$ cat src/rtl/cbr_rfsh_pkg.sv
package cbr_rfsh_pkg;

  typedef enum logic [1:0] {
    SQ_IDLE = 2'd0,
    SQ_CSU  = 2'd1,
    SQ_ACT  = 2'd2,
    SQ_PRE  = 2'd3
  } seq_state_e;

  function automatic int ns_to_cyc(input int ns, input int period_ns);
    return (ns + period_ns - 1) / period_ns;
  endfunction

  function automatic int max2(input int a, input int b);
    return (a > b) ? a : b;
  endfunction

endpackage

$ cat src/rtl/rfsh_timer.sv
module rfsh_timer #(
  parameter int POWERUP_CYC  = 10000,
  parameter int INTERVAL_CYC = 780
) (
  input  logic clk,
  input  logic rst_n,
  output logic init_load,
  output logic tick
);
  localparam int TMAX = (POWERUP_CYC > INTERVAL_CYC) ? POWERUP_CYC : INTERVAL_CYC;
  localparam int W    = $clog2(TMAX + 1);
  localparam logic [W-1:0] PU_LAST = W'(POWERUP_CYC - 1);
  localparam logic [W-1:0] IV_LAST = W'(INTERVAL_CYC - 1);

  logic         running_q;
  logic [W-1:0] cnt_q;

  assign init_load = !running_q && (cnt_q == PU_LAST);
  assign tick      = running_q && (cnt_q == IV_LAST);

  always_ff @(posedge clk) begin
    if (!rst_n) begin
      running_q <= 1'b0;
      cnt_q     <= '0;
    end else if (init_load || tick) begin
      running_q <= 1'b1;
      cnt_q     <= '0;
    end else begin
      cnt_q <= cnt_q + 1'b1;
    end
  end

  // consecutive ticks are never on neighbouring edges
  a_r9_tick_spacing: assert property (@(posedge clk) disable iff (!rst_n)
    tick |=> !tick);

endmodule

$ cat src/rtl/rfsh_pending.sv
module rfsh_pending #(
  parameter int MAX_PEND  = 8,
  parameter int INIT_CNT  = 8
) (
  input  logic clk,
  input  logic rst_n,
  input  logic load,
  input  logic tick,
  input  logic done,
  output logic nonzero
);
  localparam int CW = $clog2(MAX_PEND + 1);
  localparam logic [CW:0]   MAX_V  = (CW+1)'(MAX_PEND);
  localparam logic [CW-1:0] INIT_V = CW'((INIT_CNT < MAX_PEND) ? INIT_CNT : MAX_PEND);

  logic [CW-1:0] cnt_q, cnt_d;
  logic [CW:0]   acc;

  always_comb begin
    acc = {1'b0, cnt_q} + {{CW{1'b0}}, tick};
    if (done && (acc != '0)) acc = acc - 1'b1;
    if (acc > MAX_V) acc = MAX_V;
    cnt_d = load ? INIT_V : acc[CW-1:0];
  end

  always_ff @(posedge clk) begin
    if (!rst_n) cnt_q <= '0;
    else        cnt_q <= cnt_d;
  end

  assign nonzero = (cnt_q != '0);

  // the owed count never passes its ceiling
  a_r10_saturate: assert property (@(posedge clk) disable iff (!rst_n)
    cnt_q <= MAX_V[CW-1:0] || MAX_V[CW]);

  // a completed cycle alone lowers the count by one
  a_r8_retire: assert property (@(posedge clk) disable iff (!rst_n)
    (done && !tick && !load && cnt_q != '0) |=> cnt_q == $past(cnt_q) - 1'b1);

endmodule

$ cat src/rtl/rfsh_cbr_seq.sv
module rfsh_cbr_seq
  import cbr_rfsh_pkg::*;
#(
  parameter int T_CSR = 1,
  parameter int T_CHR = 1,
  parameter int T_RAS = 3,
  parameter int T_PRE = 3
) (
  input  logic clk,
  input  logic rst_n,
  input  logic go,
  output logic ras_n,
  output logic cas_n,
  output logic busy,
  output logic done
);
  localparam int TMAX = max2(max2(T_CSR, T_CHR), max2(T_RAS, T_PRE));
  localparam int CW   = $clog2(TMAX + 1);
  localparam logic [CW-1:0] CSU_LAST = CW'(T_CSR - 1);
  localparam logic [CW-1:0] ACT_LAST = CW'(T_RAS - 1);
  localparam logic [CW-1:0] PRE_LAST = CW'(T_PRE - 1);
  localparam logic [CW-1:0] CHR_N    = CW'(T_CHR);

  seq_state_e    state_q, state_d;
  logic [CW-1:0] cnt_q, cnt_d;
  logic          ras_n_q, cas_n_q, busy_q;

  always_comb begin
    state_d = state_q;
    cnt_d   = cnt_q + 1'b1;
    done    = 1'b0;
    case (state_q)
      SQ_IDLE: begin
        cnt_d = '0;
        if (go) state_d = SQ_CSU;
      end
      SQ_CSU: if (cnt_q == CSU_LAST) begin
        state_d = SQ_ACT;
        cnt_d   = '0;
      end
      SQ_ACT: if (cnt_q == ACT_LAST) begin
        state_d = SQ_PRE;
        cnt_d   = '0;
      end
      SQ_PRE: if (cnt_q == PRE_LAST) begin
        state_d = SQ_IDLE;
        cnt_d   = '0;
        done    = 1'b1;
      end
      default: begin
        state_d = SQ_IDLE;
        cnt_d   = '0;
      end
    endcase
  end

  always_ff @(posedge clk) begin
    if (!rst_n) begin
      state_q <= SQ_IDLE;
      cnt_q   <= '0;
      ras_n_q <= 1'b1;
      cas_n_q <= 1'b1;
      busy_q  <= 1'b0;
    end else begin
      state_q <= state_d;
      cnt_q   <= cnt_d;
      ras_n_q <= (state_d != SQ_ACT);
      cas_n_q <= !((state_d == SQ_CSU) || ((state_d == SQ_ACT) && (cnt_d < CHR_N)));
      busy_q  <= (state_d != SQ_IDLE);
    end
  end

  assign ras_n = ras_n_q;
  assign cas_n = cas_n_q;
  assign busy  = busy_q;

  // checker: length of the current row-low stretch
  logic [CW:0] ras_lo_run;
  always_ff @(posedge clk) begin
    if (!rst_n || ras_n_q) ras_lo_run <= '0;
    else if (ras_lo_run != '1) ras_lo_run <= ras_lo_run + 1'b1;
  end

  // column strobe already low on the cycle before the row strobe falls
  a_r3_cas_first: assert property (@(posedge clk) disable iff (!rst_n)
    $fell(ras_n_q) |-> (!cas_n_q && !$past(cas_n_q)));

  // column strobe returns high only while the row strobe is still low
  a_r4_cas_release: assert property (@(posedge clk) disable iff (!rst_n)
    ($rose(cas_n_q) && busy_q) |-> !ras_n_q);

  // row strobe low for the full active time
  a_r5_ras_width: assert property (@(posedge clk) disable iff (!rst_n)
    $rose(ras_n_q) |-> ras_lo_run >= (CW+1)'(T_RAS));

  // column strobe never falls within one cycle of a row strobe rise
  a_r5_cas_after_pre: assert property (@(posedge clk) disable iff (!rst_n)
    $fell(cas_n_q) |-> (ras_n_q && $past(ras_n_q)));

endmodule

$ cat src/rtl/cbr_refresh_sched.sv
module cbr_refresh_sched
  import cbr_rfsh_pkg::*;
#(
  parameter int CLK_PERIOD_NS     = 20,
  parameter int REFRESH_PERIOD_NS = 15600,
  parameter int POWERUP_NS        = 200000,
  parameter int CSR_NS            = 10,
  parameter int CHR_NS            = 10,
  parameter int RAS_NS            = 60,
  parameter int RP_NS             = 40,
  parameter int RC_NS             = 110,
  parameter int RPC_NS            = 10,
  parameter int INIT_CYCLES       = 8,
  parameter int MAX_PENDING       = 8,
  parameter int NUM_RAS           = 2,
  parameter int NUM_CAS           = 4
) (
  input  logic               clk,
  input  logic               rst_n,
  input  logic               grant,
  output logic               req,
  output logic [NUM_RAS-1:0] ras_n,
  output logic [NUM_CAS-1:0] cas_n,
  output logic               we_n,
  output logic               busy
);
  localparam int POWERUP_CYC  = POWERUP_NS / CLK_PERIOD_NS;
  localparam int INTERVAL_CYC = REFRESH_PERIOD_NS / CLK_PERIOD_NS;
  localparam int T_CSR = max2(1, ns_to_cyc(CSR_NS, CLK_PERIOD_NS));
  localparam int T_CHR = max2(1, ns_to_cyc(CHR_NS, CLK_PERIOD_NS));
  localparam int T_RAS = max2(1, ns_to_cyc(RAS_NS, CLK_PERIOD_NS));
  localparam int T_PRE = max2(max2(1, ns_to_cyc(RP_NS, CLK_PERIOD_NS)),
                              max2(ns_to_cyc(RC_NS, CLK_PERIOD_NS) - T_RAS,
                                   ns_to_cyc(RPC_NS, CLK_PERIOD_NS)));

  logic init_load, tick, done, go;
  logic ras_n_one, cas_n_one;

  rfsh_timer #(
    .POWERUP_CYC (POWERUP_CYC),
    .INTERVAL_CYC(INTERVAL_CYC)
  ) u_timer (
    .clk      (clk),
    .rst_n    (rst_n),
    .init_load(init_load),
    .tick     (tick)
  );

  rfsh_pending #(
    .MAX_PEND(MAX_PENDING),
    .INIT_CNT(INIT_CYCLES)
  ) u_pending (
    .clk    (clk),
    .rst_n  (rst_n),
    .load   (init_load),
    .tick   (tick),
    .done   (done),
    .nonzero(req)
  );

  assign go = req && grant;

  rfsh_cbr_seq #(
    .T_CSR(T_CSR),
    .T_CHR(T_CHR),
    .T_RAS(T_RAS),
    .T_PRE(T_PRE)
  ) u_seq (
    .clk  (clk),
    .rst_n(rst_n),
    .go   (go),
    .ras_n(ras_n_one),
    .cas_n(cas_n_one),
    .busy (busy),
    .done (done)
  );

  for (genvar gr = 0; gr < NUM_RAS; gr++) begin : g_ras
    assign ras_n[gr] = ras_n_one;
  end
  for (genvar gc = 0; gc < NUM_CAS; gc++) begin : g_cas
    assign cas_n[gc] = cas_n_one;
  end

  assign we_n = 1'b1;

  // a cycle begins only after request and grant were both high
  a_r7_start_needs_grant: assert property (@(posedge clk) disable iff (!rst_n)
    $rose(busy) |-> $past(req && grant));

  // write enable high around every row strobe fall
  a_r6_we_high: assert property (@(posedge clk) disable iff (!rst_n)
    $fell(ras_n[0]) |-> (we_n && $past(we_n)));

  // nothing is requested before the power-up wait has ended
  a_r2_quiet_boot: assert property (@(posedge clk) disable iff (!rst_n)
    $rose(req) |-> ($past(init_load) || $past(tick)));

endmodule

$ cat config.mk
export PLATFORM = sky130hd
export DESIGN_NAME = cbr_refresh_sched
export DESIGN_NICKNAME = d
export VERILOG_FILES = /design/src/rtl/cbr_rfsh_pkg.sv /design/src/rtl/rfsh_timer.sv /design/src/rtl/rfsh_pending.sv /design/src/rtl/rfsh_cbr_seq.sv /design/src/rtl/cbr_refresh_sched.sv
export SDC_FILE = /design/constraint.sdc
export NUM_CORES = 1
export LEC_CHECK = 0
export BUFFER_PORTS_ARGS = -buffer_cell sky130_fd_sc_hd__buf_2
export CAP_MARGIN = 20
export CORE_ASPECT_RATIO = 1.75
export CORE_MARGIN = 2
export CORE_UTILIZATION = 51
export CTS_BUF_LIST = sky130_fd_sc_hd__clkbuf_8 sky130_fd_sc_hd__clkbuf_16
export CTS_CLUSTER_DIAMETER = 40
export CTS_CLUSTER_SIZE = 16
export DETAILED_ROUTE_END_ITERATION = 8
export PLACE_DENSITY_LB_ADDON = 0.05
export RECOVER_POWER = 100
export SYNTH_ARGS = -nofsm -noshare
export SYNTH_HDL_FRONTEND = slang
export SYNTH_SLANG_ARGS = --single-unit
$ cat constraint.sdc
create_clock -name clk -period 3.7 [get_ports clk]
set_input_delay 0.37 -clock clk [delete_from_list [all_inputs] [get_ports clk]]
set_output_delay 0.37 -clock clk [all_outputs]
set_load 0.02 [all_outputs]
## Word-level counts from Yosys, hierarchy flattened

Index checks and enable logic that the tools add are counted.

- Output and inout port bits: 9
- Word-level logic and storage cells: 55
- Flip-flop bits (word level): 26
- Input port bits: 3

- Equal/unequal tests: 9
- Muxes and demuxes: 13
- $lt $le $gt $ge: 2
- Bitwise gates (word level): 1
- Reductions and logical operators: 17
- Add/subtract/negate cells: 4

Operators with widths:

| cell | number |
|---|---|
| $add A14 B1 Y14 const B | 1 |
| $eq A14 B10 Y1 const B | 1 |
| $eq A14 B14 Y1 const B | 1 |
| $mux W2 | 6 |
| $eq A2 B2 Y1 const B | 4 |
| $mux W4 | 2 |
| $pmux W2 S4 | 1 |
| $pmux W2 S3 | 1 |
| $add A4 B1 Y5 | 1 |
| $gt A5 B4 Y1 const B | 1 |
| $logic_and A1 B1 Y1 | 5 |
| $mux W5 | 1 |
| $reduce_bool A5 Y1 | 1 |
| $sub A5 B1 Y5 const B | 1 |
| $eq A2 B1 Y1 const B | 2 |
| $logic_not A2 Y1 | 2 |
| $reduce_bool A4 Y1 | 1 |
| $reduce_or A2 Y1 | 2 |
| $reduce_or A3 Y1 | 1 |
| $add A2 B1 Y2 const B | 1 |
| $logic_not A1 Y1 | 2 |
| $logic_or A1 B1 Y1 | 2 |
| $lt A2 B1 Y1 const B | 1 |
| $mux W1 | 2 |
| 3 further kinds | 3 |

## Longest topological paths before layout

Gate-level depths: netlist of run 1.

- Depth after elaboration: 9
- Mapped depth: 13

## Cells and area by module

A second synthesis of run 1 with hierarchy kept.

- Cells, all modules: 185
- Area total of the unflattened synthesis: 1594.0 um2

Modules (own cells, without submodules):

| module | seq. area each (um2) | area an instance (um2) | times used | cells an instance |
|---|---|---|---|---|
| rfsh_timer | 300.3 | 700.7 | 1 | 78 |
| rfsh_pending | 80.1 | 441.7 | 1 | 56 |
| rfsh_cbr_seq | 140.1 | 389.1 | 1 | 42 |
| cbr_refresh_sched | 0.0 | 62.6 | 1 | 9 |

## Worst setup path after synthesis of run 1

Ideal clock, no wire load.

- Path kind: register to register
- From: register u_timer.cnt_q[5]
- To: register u_pending.cnt_q[1]
- Clock period less this slack: 3.132 ns
- Setup slack: 0.568 ns
- Stages on the path, launching flop included: 12
- Buffers on the path: 0
- Library setup time: 0.086 ns
- Data required time: 3.614 ns
- Data arrival time: 3.047 ns
- Path through: dfxtp_1 > or4_4 > or3_4 > nor4_1 > ha_1 > ha_1 > inv_1 > ha_1 > nand2b_1 > o21bai_1 > mux2_2 > a211oi_1

- Word-level cells in the longest chain between the ends: 8

RTL lines:

| item | line | text |
|---|---|---|
| start: declaration | rfsh_timer.sv:16 | `logic [W-1:0] cnt_q;` |
| start signal: assignment | rfsh_timer.sv:29 | `cnt_q <= cnt_q + 1'b1;` |
| parallel branches: the longest is 8 deep, another holds $add A4 B1 Y5 | n/a |  |
| end signal: assignment | rfsh_pending.sv:28 | `else cnt_q <= cnt_d;` |
| end: declaration | rfsh_pending.sv:16 | `logic [CW-1:0] cnt_q, cnt_d;` |

Parallel ways; which one is timed is not known.
A chain may end at the register's enable or synchronous reset.

## Worst setup path after layout of run 1

- From: register u_timer.cnt_q[5]
- To: register u_pending.cnt_q[0]

The elaborated chain is that of the path after synthesis.

==> results.py, run 1 <==
metrics = {
    "placement": {
        "routabilityCongestion": 0.808,
        "placement.setup.worst_slack_ns": 0.171,
        "dp_hpwl_mm": 2.15,
        "numPortBuffers": 10,
        "placedCellCount": 200,
        "placed_area_mm2": 0.00153,
    },
    "synth": {
        "netlist_instances": 173,
        "netlist_area_mm2": 0.00153,
        "synth_cell_types": 43,
        "async_reset_ff_share_pct": 0,
        "synth.yosys.seq_area_share_pct": 34.0,
        "ys_ff_latch": 26,
        "yosys_warnings": 0,
        "synth_ff_type": "sky130_fd_sc_hd__dfxtp_1",
        "syn_area_per_cell_um2": 8.85,
        "synth_enable_flop_cells": 0,
        "total_nets_after_synthesis": 186,
    },
    "worst_setup_path": {
        "worstSetupPathType": "register to register",
        "timing.critical_path.arrival_ns": 3.63,
        "required_time_at_the_endpoint_of_the_critical_path_ns": 3.89,
        "r2r_cells": 12,
        "endpoint_kind": "register",
        "startpoint_type": "register",
        "path_max_fanout": 4,
    },
    "layout": {
        "finish.utilization_pct": 55.0,
        "ratio_of_cells_with_drive_above_1_in_the_final_layout_pct": 14.2,
        "syn2layout_area_growth_pct": 3.92,
        "final_cell_mix": "26 x sky130_fd_sc_hd__dfxtp_1, 14 x sky130_fd_sc_hd__nand2_1",
        "insertedDiodeCount": 0,
        "layout_commonest_cell": "sky130_fd_sc_hd__dfxtp_1",
        "post-route-cell-area_mm2": 0.00159,
        "layout.cells.non_filler": 204,
        "num-nets-final": 190,
        "n_fill_cell": 312,
    },
    "clock_tree": {
        "clock_tree.root_cell": "sky130_fd_sc_hd__clkbuf_8",
        "cts-root-to-sink-buffers": 2,
        "tritoncts_clock_tree": "yes",
        "cts_made_buffers": 3,
        "cts.htree.levels": 1,
        "clk_latency_ns": 0.27,
        "path_clk_slew_ns": 0.09,
        "post-cts-setup-buffers": 0,
        "cts_sinks": 26,
    },
    "die": {
        "floorplan.die.width_um": 45.4,
        "core_region_area_mm2": 0.00290,
        "floorplan.initialDensity_pct": 52.9,
        "fp.dieArea_mm2": 0.00347,
        "floorplan.rows": 26,
        "io_pins": 12,
        "die_height_um": 76.5,
    },
    "timing": {
        "relSlewSlack_pct": -35.8,
        "max_frequency_mhz": 290,
        "drv_slew": 15,
        "finalSetupViolCount": 0,
        "hold_viol": 0,
        "skew_ns": 0.00751,
        "fin_setup_tns_ns": 0,
        "portion_of_the_clock_cycle_consumed_by_the_worst_path_in_the_final_layout_pct": 93.0,
        "setup_slack_of_the_critical_path_after_layout_ns": 0.257,
        "transition_time_at_the_pin_with_the_least_slew_margin_ns": 2.02,
        "hold_slack_ns": 0.386,
        "layout_min_cycle_time_ns": 3.44,
    },
    "grt": {
        "first_global_vias": 1129,
        "grt_pass1_wl_mm": 4.80,
        "grt_max_degree": 16,
        "overflow": 0,
        "global_route_usage_over_all_layers_pct": 18.4,
        "antenna_found_initial": 0,
    },
    "detailed_routing": {
        "via_density_per_instance": 5.55,
        "num_vias": 1132,
        "routedWlPerCell_um": 13.8,
        "wl_mm": 2.82,
        "drc": 0,
        "number_of_nets_still_failing_antenna_checks_after_routing": 0,
        "detailedRoute.firstIterationViolations": 26,
        "dr.pass1.iters": 4,
    },
    "pwr": {
        "irDropWorstVdd_uv": 311,
        "power.leakage_nw": 0.635,
        "power.density_mw_per_mm2": 336,
        "overall_power_uw": 536,
    },
    "run_status": {
        "run_status": "complete, but fails checks",
        "failed_checks": "max-capacitance violations, max-slew violations",
    },
    "min_path": {
        "hold_depth": 3,
        "min-delay-path-class": "input pin to register",
    },
    "run": {
        "max_cap_check_violation_count": 1,
    },
}
power by group:
group,internal (mW),switching (mW)
Combinational,0.00484,0.00925
Clock,0.145,0.0917
Sequential,0.282,0.00253
Total,0.432,0.103
Yosys cell counts (6+ instances only):
cell / instances / share of area [%]
sky130_fd_sc_hd__xor2_1: 10 / 5.7
sky130_fd_sc_hd__nand2_1: 14 / 3.4
sky130_fd_sc_hd__nor2_2: 10 / 4.1
sky130_fd_sc_hd__ha_1: 10 / 8.2
sky130_fd_sc_hd__nor2_1: 9 / 2.2
sky130_fd_sc_hd__dfxtp_1: 26 / 34
sky130_fd_sc_hd__nand3_1: 10 / 3.3
sky130_fd_sc_hd__buf_4: 8 / 3.9
sky130_fd_sc_hd__xnor2_1: 6 / 3.4
sky130_fd_sc_hd__inv_1: 10 / 2.5
logic make-up (layout without fill, tap and decap cells):
family / Yosys count / count (layout) / share of synthesized area (%)
compound gates: 24 / 24 / 11.7
xor+xnor: 16 / 16 / 9.15
buf+inv: 21 / 24 / 7.92
fa+ha+maj: 10 / 10 / 8.17
mux: 3 / 3 / 2.37
flops: 26 / 26 / 34.0
simple gates: 72 / 72 / 26.5
other cells: 1 / 1 / 0.245
sequential cells by signal, summed over array words and instances, names as in the netlist:
register / flops
u_seq.cas_n: 1
u_timer.running_q: 1
u_seq.cnt_q: 2
u_pending.cnt_q: 4
u_seq.busy: 1
u_seq.state_q: 2
u_timer.cnt_q: 14
u_seq.ras_n: 1
critical path, cell delays in order, from the launching register on:
cell and delay (ns):
sky130_fd_sc_hd__dfxtp_1 0.34, sky130_fd_sc_hd__or4_4 0.53, sky130_fd_sc_hd__or3_4 0.39, sky130_fd_sc_hd__nor4_2 0.18, sky130_fd_sc_hd__ha_2 0.25, sky130_fd_sc_hd__ha_1 0.25, sky130_fd_sc_hd__inv_1 0.10, sky130_fd_sc_hd__ha_1 0.21
sky130_fd_sc_hd__nand4_1 0.20, sky130_fd_sc_hd__o21a_1 0.24, sky130_fd_sc_hd__a221oi_1 0.32, sky130_fd_sc_hd__nand2_1 0.16, sky130_fd_sc_hd__a211oi_1 0.17
layer usage:
layer	track usage, %	part of all wire (%)
met1	18.7	39
met2	32.8	56
met3	2.13	1.3
met4	10.6	2.7
met5	0	0
layout make-up:
cell class                      instances  area (um^2)  area share [%]
Sequential cell                        26          520            32.7
Inverter                               10         37.5            2.36
Tap cell                               28         35.0            2.20
Clock buffer                            3         41.3            2.59
Multi-Input combinational cell        126          887            55.7
Clock inverter                          1         30.0            1.89
Timing Repair Buffer                   10         40.0            2.52
final timing paths:
kind	startpoint	to	slack (ns)
min	rst_n	u_seq.busy$_SDFF_PN0_	0.39
min reg2reg	u_timer.cnt_q[0]$_SDFF_PP0_	u_timer.cnt_q[0]$_SDFF_PP0_	0.46
max reg2reg	u_timer.cnt_q[5]$_SDFF_PP0_	u_pending.cnt_q[0]$_SDFF_PP0_	0.26
max	u_timer.cnt_q[5]$_SDFF_PP0_	u_pending.cnt_q[0]$_SDFF_PP0_	0.26
timing repair:
| action | in CTS | in global routing |
|---|---|---|
| endpoints found under the setup margin | 0 | 3 |
| gates resized for setup | 0 | 2 |
| hold buffers | 0 | 0 |
(Power assumes the default switching activity.)
==> inputs of run 2 (changes only) <==
--- a/config.mk
+++ b/config.mk
@@ -14,6 +14,7 @@
 export CTS_CLUSTER_DIAMETER = 40
 export CTS_CLUSTER_SIZE = 16
 export DETAILED_ROUTE_END_ITERATION = 8
+export MAX_ROUTING_LAYER = met4
 export PLACE_DENSITY_LB_ADDON = 0.05
 export RECOVER_POWER = 100
 export SYNTH_ARGS = -nofsm -noshare
==> run 2 against run 1 <==
Effect of this change:
- the flow still finishes with violations (max-capacitance violations, max-slew violations)
- worst setup slack gained 0.076 ns
- combinational power about the same
- clock power decreased by 23%
- highest routed layer unchanged
- sequential power about the same
- sequential cell count did not move
- fmax increased by 2.3%
- cell area stayed put
==> results.py, run 2 (synthesized netlist as in run 1, its figures left out) <==
metrics = {
    "run_status": {
        "run_status": "complete, but fails checks",
        "failed_checks": "max-capacitance violations, max-slew violations",
    },
    "timing": {
        "transition_time_at_the_pin_with_the_least_slew_margin_ns": 2.07,
        "finalSetupViolCount": 0,
        "skew_ns": 0.00446,
        "max_frequency_mhz": 297,
        "drv_slew": 15,
        "fin_setup_tns_ns": 0,
        "portion_of_the_clock_cycle_consumed_by_the_worst_path_in_the_final_layout_pct": 91.0,
        "layout_min_cycle_time_ns": 3.37,
        "relSlewSlack_pct": -39.3,
        "rsz0062_at_grt": "no",
        "hold_viol": 0,
    },
    "clock_tree": {
        "clk_latency_ns": 0.27,
        "cts-root-to-sink-buffers": 2,
        "cts.htree.levels": 1,
        "holdBufCountCts": 0,
        "clock_tree.root_cell": "sky130_fd_sc_hd__clkbuf_8",
        "cts_sinks": 26,
        "cts_made_buffers": 3,
        "tritoncts_clock_tree": "yes",
        "path_clk_slew_ns": 0.09,
    },
    "pwr": {
        "seqPwrFrac_pct": 59.2,
        "clock_power_share_pct": 37.9,
        "power.leakage_nw": 0.647,
        "internal-power_uw": 382,
        "comb_power_share_pct": 2.9,
        "power.density_mw_per_mm2": 302,
        "irDropWorstVdd_uv": 200,
        "p_sw_uw": 98.9,
        "netSwitchingFraction_pct": 20.6,
    },
    "worst_setup_path": {
        "max_stage_delay_ns": 0.54,
        "cpMostUsedCell": "sky130_fd_sc_hd__ha_1",
        "required_time_at_the_endpoint_of_the_critical_path_ns": 3.89,
        "worstSetupPathType": "register to register",
        "top_family_by_delay_on_critical_path": "simple AND/OR/NAND/NOR gates",
        "critical-path-slowest-cell": "sky130_fd_sc_hd__or4_1",
        "startpoint_type": "register",
        "worstPathBufferInverterCount": 1,
        "path_max_fanout": 4,
        "timing.critical_path.arrival_ns": 3.56,
        "endpoint_kind": "register",
        "path_cells": "or4_1 -> or3_4 -> nor4_2 -> ha_1 -> ha_1 -> inv_1 -> ha_1 -> nand4_1 -> o21a_1 -> a221oi_1 -> nand2_1 -> a211oi_1",
    },
    "die": {
        "floorplan.die.width_um": 45.4,
        "floorplan.rows": 26,
        "core_region_area_mm2": 0.00290,
        "io_pins": 12,
        "die_height_um": 76.5,
        "floorplan.initialDensity_pct": 52.9,
        "fp.dieArea_mm2": 0.00347,
    },
    "placement": {
        "placed_area_mm2": 0.00155,
        "numPortBuffers": 10,
        "dp_hpwl_mm": 2.27,
        "routabilityCongestion": 0.808,
    },
    "detailed_routing": {
        "number_of_nets_still_failing_antenna_checks_after_routing": 0,
        "wl_mm": 2.80,
        "routedWlPerCell_um": 13.5,
        "drc": 0,
        "dr.pass1.iters": 4,
        "via_density_per_instance": 5.56,
        "detailedRoute.firstIterationViolations": 12,
        "num_vias": 1150,
    },
    "min_path": {
        "min-delay-path-class": "input pin to register",
    },
    "layout": {
        "biggestRegsByFlops": "u_timer.cnt_q: 14 flops, u_pending.cnt_q: 4 flops",
        "syn2layout_area_growth_pct": 3.92,
        "num-nets-final": 193,
        "insertedDiodeCount": 0,
        "layout_commonest_cell": "sky130_fd_sc_hd__dfxtp_1",
        "registers.top_by_ff_count": "u_timer.cnt_q",
        "ratio_of_cells_with_drive_above_1_in_the_final_layout_pct": 14.5,
        "largest_register_ffs": 14,
        "post-route-cell-area_mm2": 0.00159,
        "final_cell_mix": "26 x sky130_fd_sc_hd__dfxtp_1, 14 x sky130_fd_sc_hd__nand2_1",
    },
    "grt": {
        "global_route_usage_over_all_layers_pct": 18.4,
        "antenna_found_initial": 0,
        "grt_max_degree": 15,
        "overflow": 0,
        "grt_pass1_wl_mm": 4.76,
        "first_global_vias": 1077,
    },
    "run": {
        "max_cap_check_violation_count": 1,
    },
}
run 2: cell types whose count changed in the layout (fill, tap and decap cells not counted):
cell / previous run / this run
sky130_fd_sc_hd__bufinv_16: 1 / 0
sky130_fd_sc_hd__ha_2: 1 / 0
sky130_fd_sc_hd__ha_1: 9 / 10
sky130_fd_sc_hd__or4_1: 1 / 2
sky130_fd_sc_hd__or4_4: 2 / 1
sky130_fd_sc_hd__clkbuf_8: 3 / 4
sky130_fd_sc_hd__buf_4: 0 / 3
run 2: layer usage:
layer  track usage [%]  vias up  wire (um)
li1                  -      597          -
met1              19.5      537       1070
met2              32.5       11       1640
met3              2.61        5         49
met4              6.47        0         32
met5                 -        -          0
run 2: what timing repair did:
| action | CTS | global route |
|---|---|---|
| gates resized for setup | 0 | 1 |
| endpoints found under the setup margin | 0 | 4 |
| setup buffers | 0 | 1 |
run 2: final timing paths:
path                                                  start                             to  slack (ns)  depth (start not counted)
worst max-delay path            u_timer.cnt_q[5]$_SDFF_PP0_  u_pending.cnt_q[1]$_SDFF_PP0_        0.33                         12
worst min-delay path                                  rst_n          u_seq.busy$_SDFF_PN0_        0.40                          3
worst max register to register  u_timer.cnt_q[5]$_SDFF_PP0_  u_pending.cnt_q[1]$_SDFF_PP0_        0.33                         12
worst min register to register  u_timer.cnt_q[0]$_SDFF_PP0_    u_timer.cnt_q[0]$_SDFF_PP0_        0.46                          1
run 2: final cells by class:
cell class / count / area (um^2)
repair buffers: 13 / 62.6
multi-input cells: 126 / 881
fillers: 274 / 1300
clock buffers: 4 / 55.1
inverters: 10 / 37.5
flip-flops and latches: 26 / 520
well taps: 28 / 35.0
run 2: worst reg2reg max path, stage by stage, from the launching register on:
cell	delay, ns
sky130_fd_sc_hd__dfxtp_1	0.33
sky130_fd_sc_hd__or4_1	0.54
sky130_fd_sc_hd__or3_4	0.40
sky130_fd_sc_hd__nor4_2	0.15
sky130_fd_sc_hd__ha_1	0.24
sky130_fd_sc_hd__ha_1	0.27
sky130_fd_sc_hd__inv_1	0.11
sky130_fd_sc_hd__ha_1	0.21
sky130_fd_sc_hd__nand4_1	0.18
sky130_fd_sc_hd__o21a_1	0.23
sky130_fd_sc_hd__a221oi_1	0.31
sky130_fd_sc_hd__nand2_1	0.16
sky130_fd_sc_hd__a211oi_1	0.17
run 2: stage by stage:
step           cells  util [%]  setup slack [ns]  hold slack, ns  power, mW
6_report         207      55.0             0.333           0.397      0.481
5_1_grt          207      55.0            0.0370           0.398      0.503
4_1_cts          206      55.4             0.146           0.410      0.489
3_5_place_dp     202      53.5             0.182           0.444      0.307
3_3_place_gp     202      53.5             0.157           0.434      0.306
2_1_floorplan    173         -             0.568           0.423      0.305
run 2: power groups by stage:
stage / clock (mW) / sequential, mW / combinational, mW
after CTS: 0.189 / 0.285 / 0.0152
final: 0.182 / 0.285 / 0.0142
after global routing: 0.202 / 0.285 / 0.0157
after global placement: 0 / 0.291 / 0.0149
after detailed placement: 0 / 0.291 / 0.0151
after floorplan: 0 / 0.291 / 0.0147
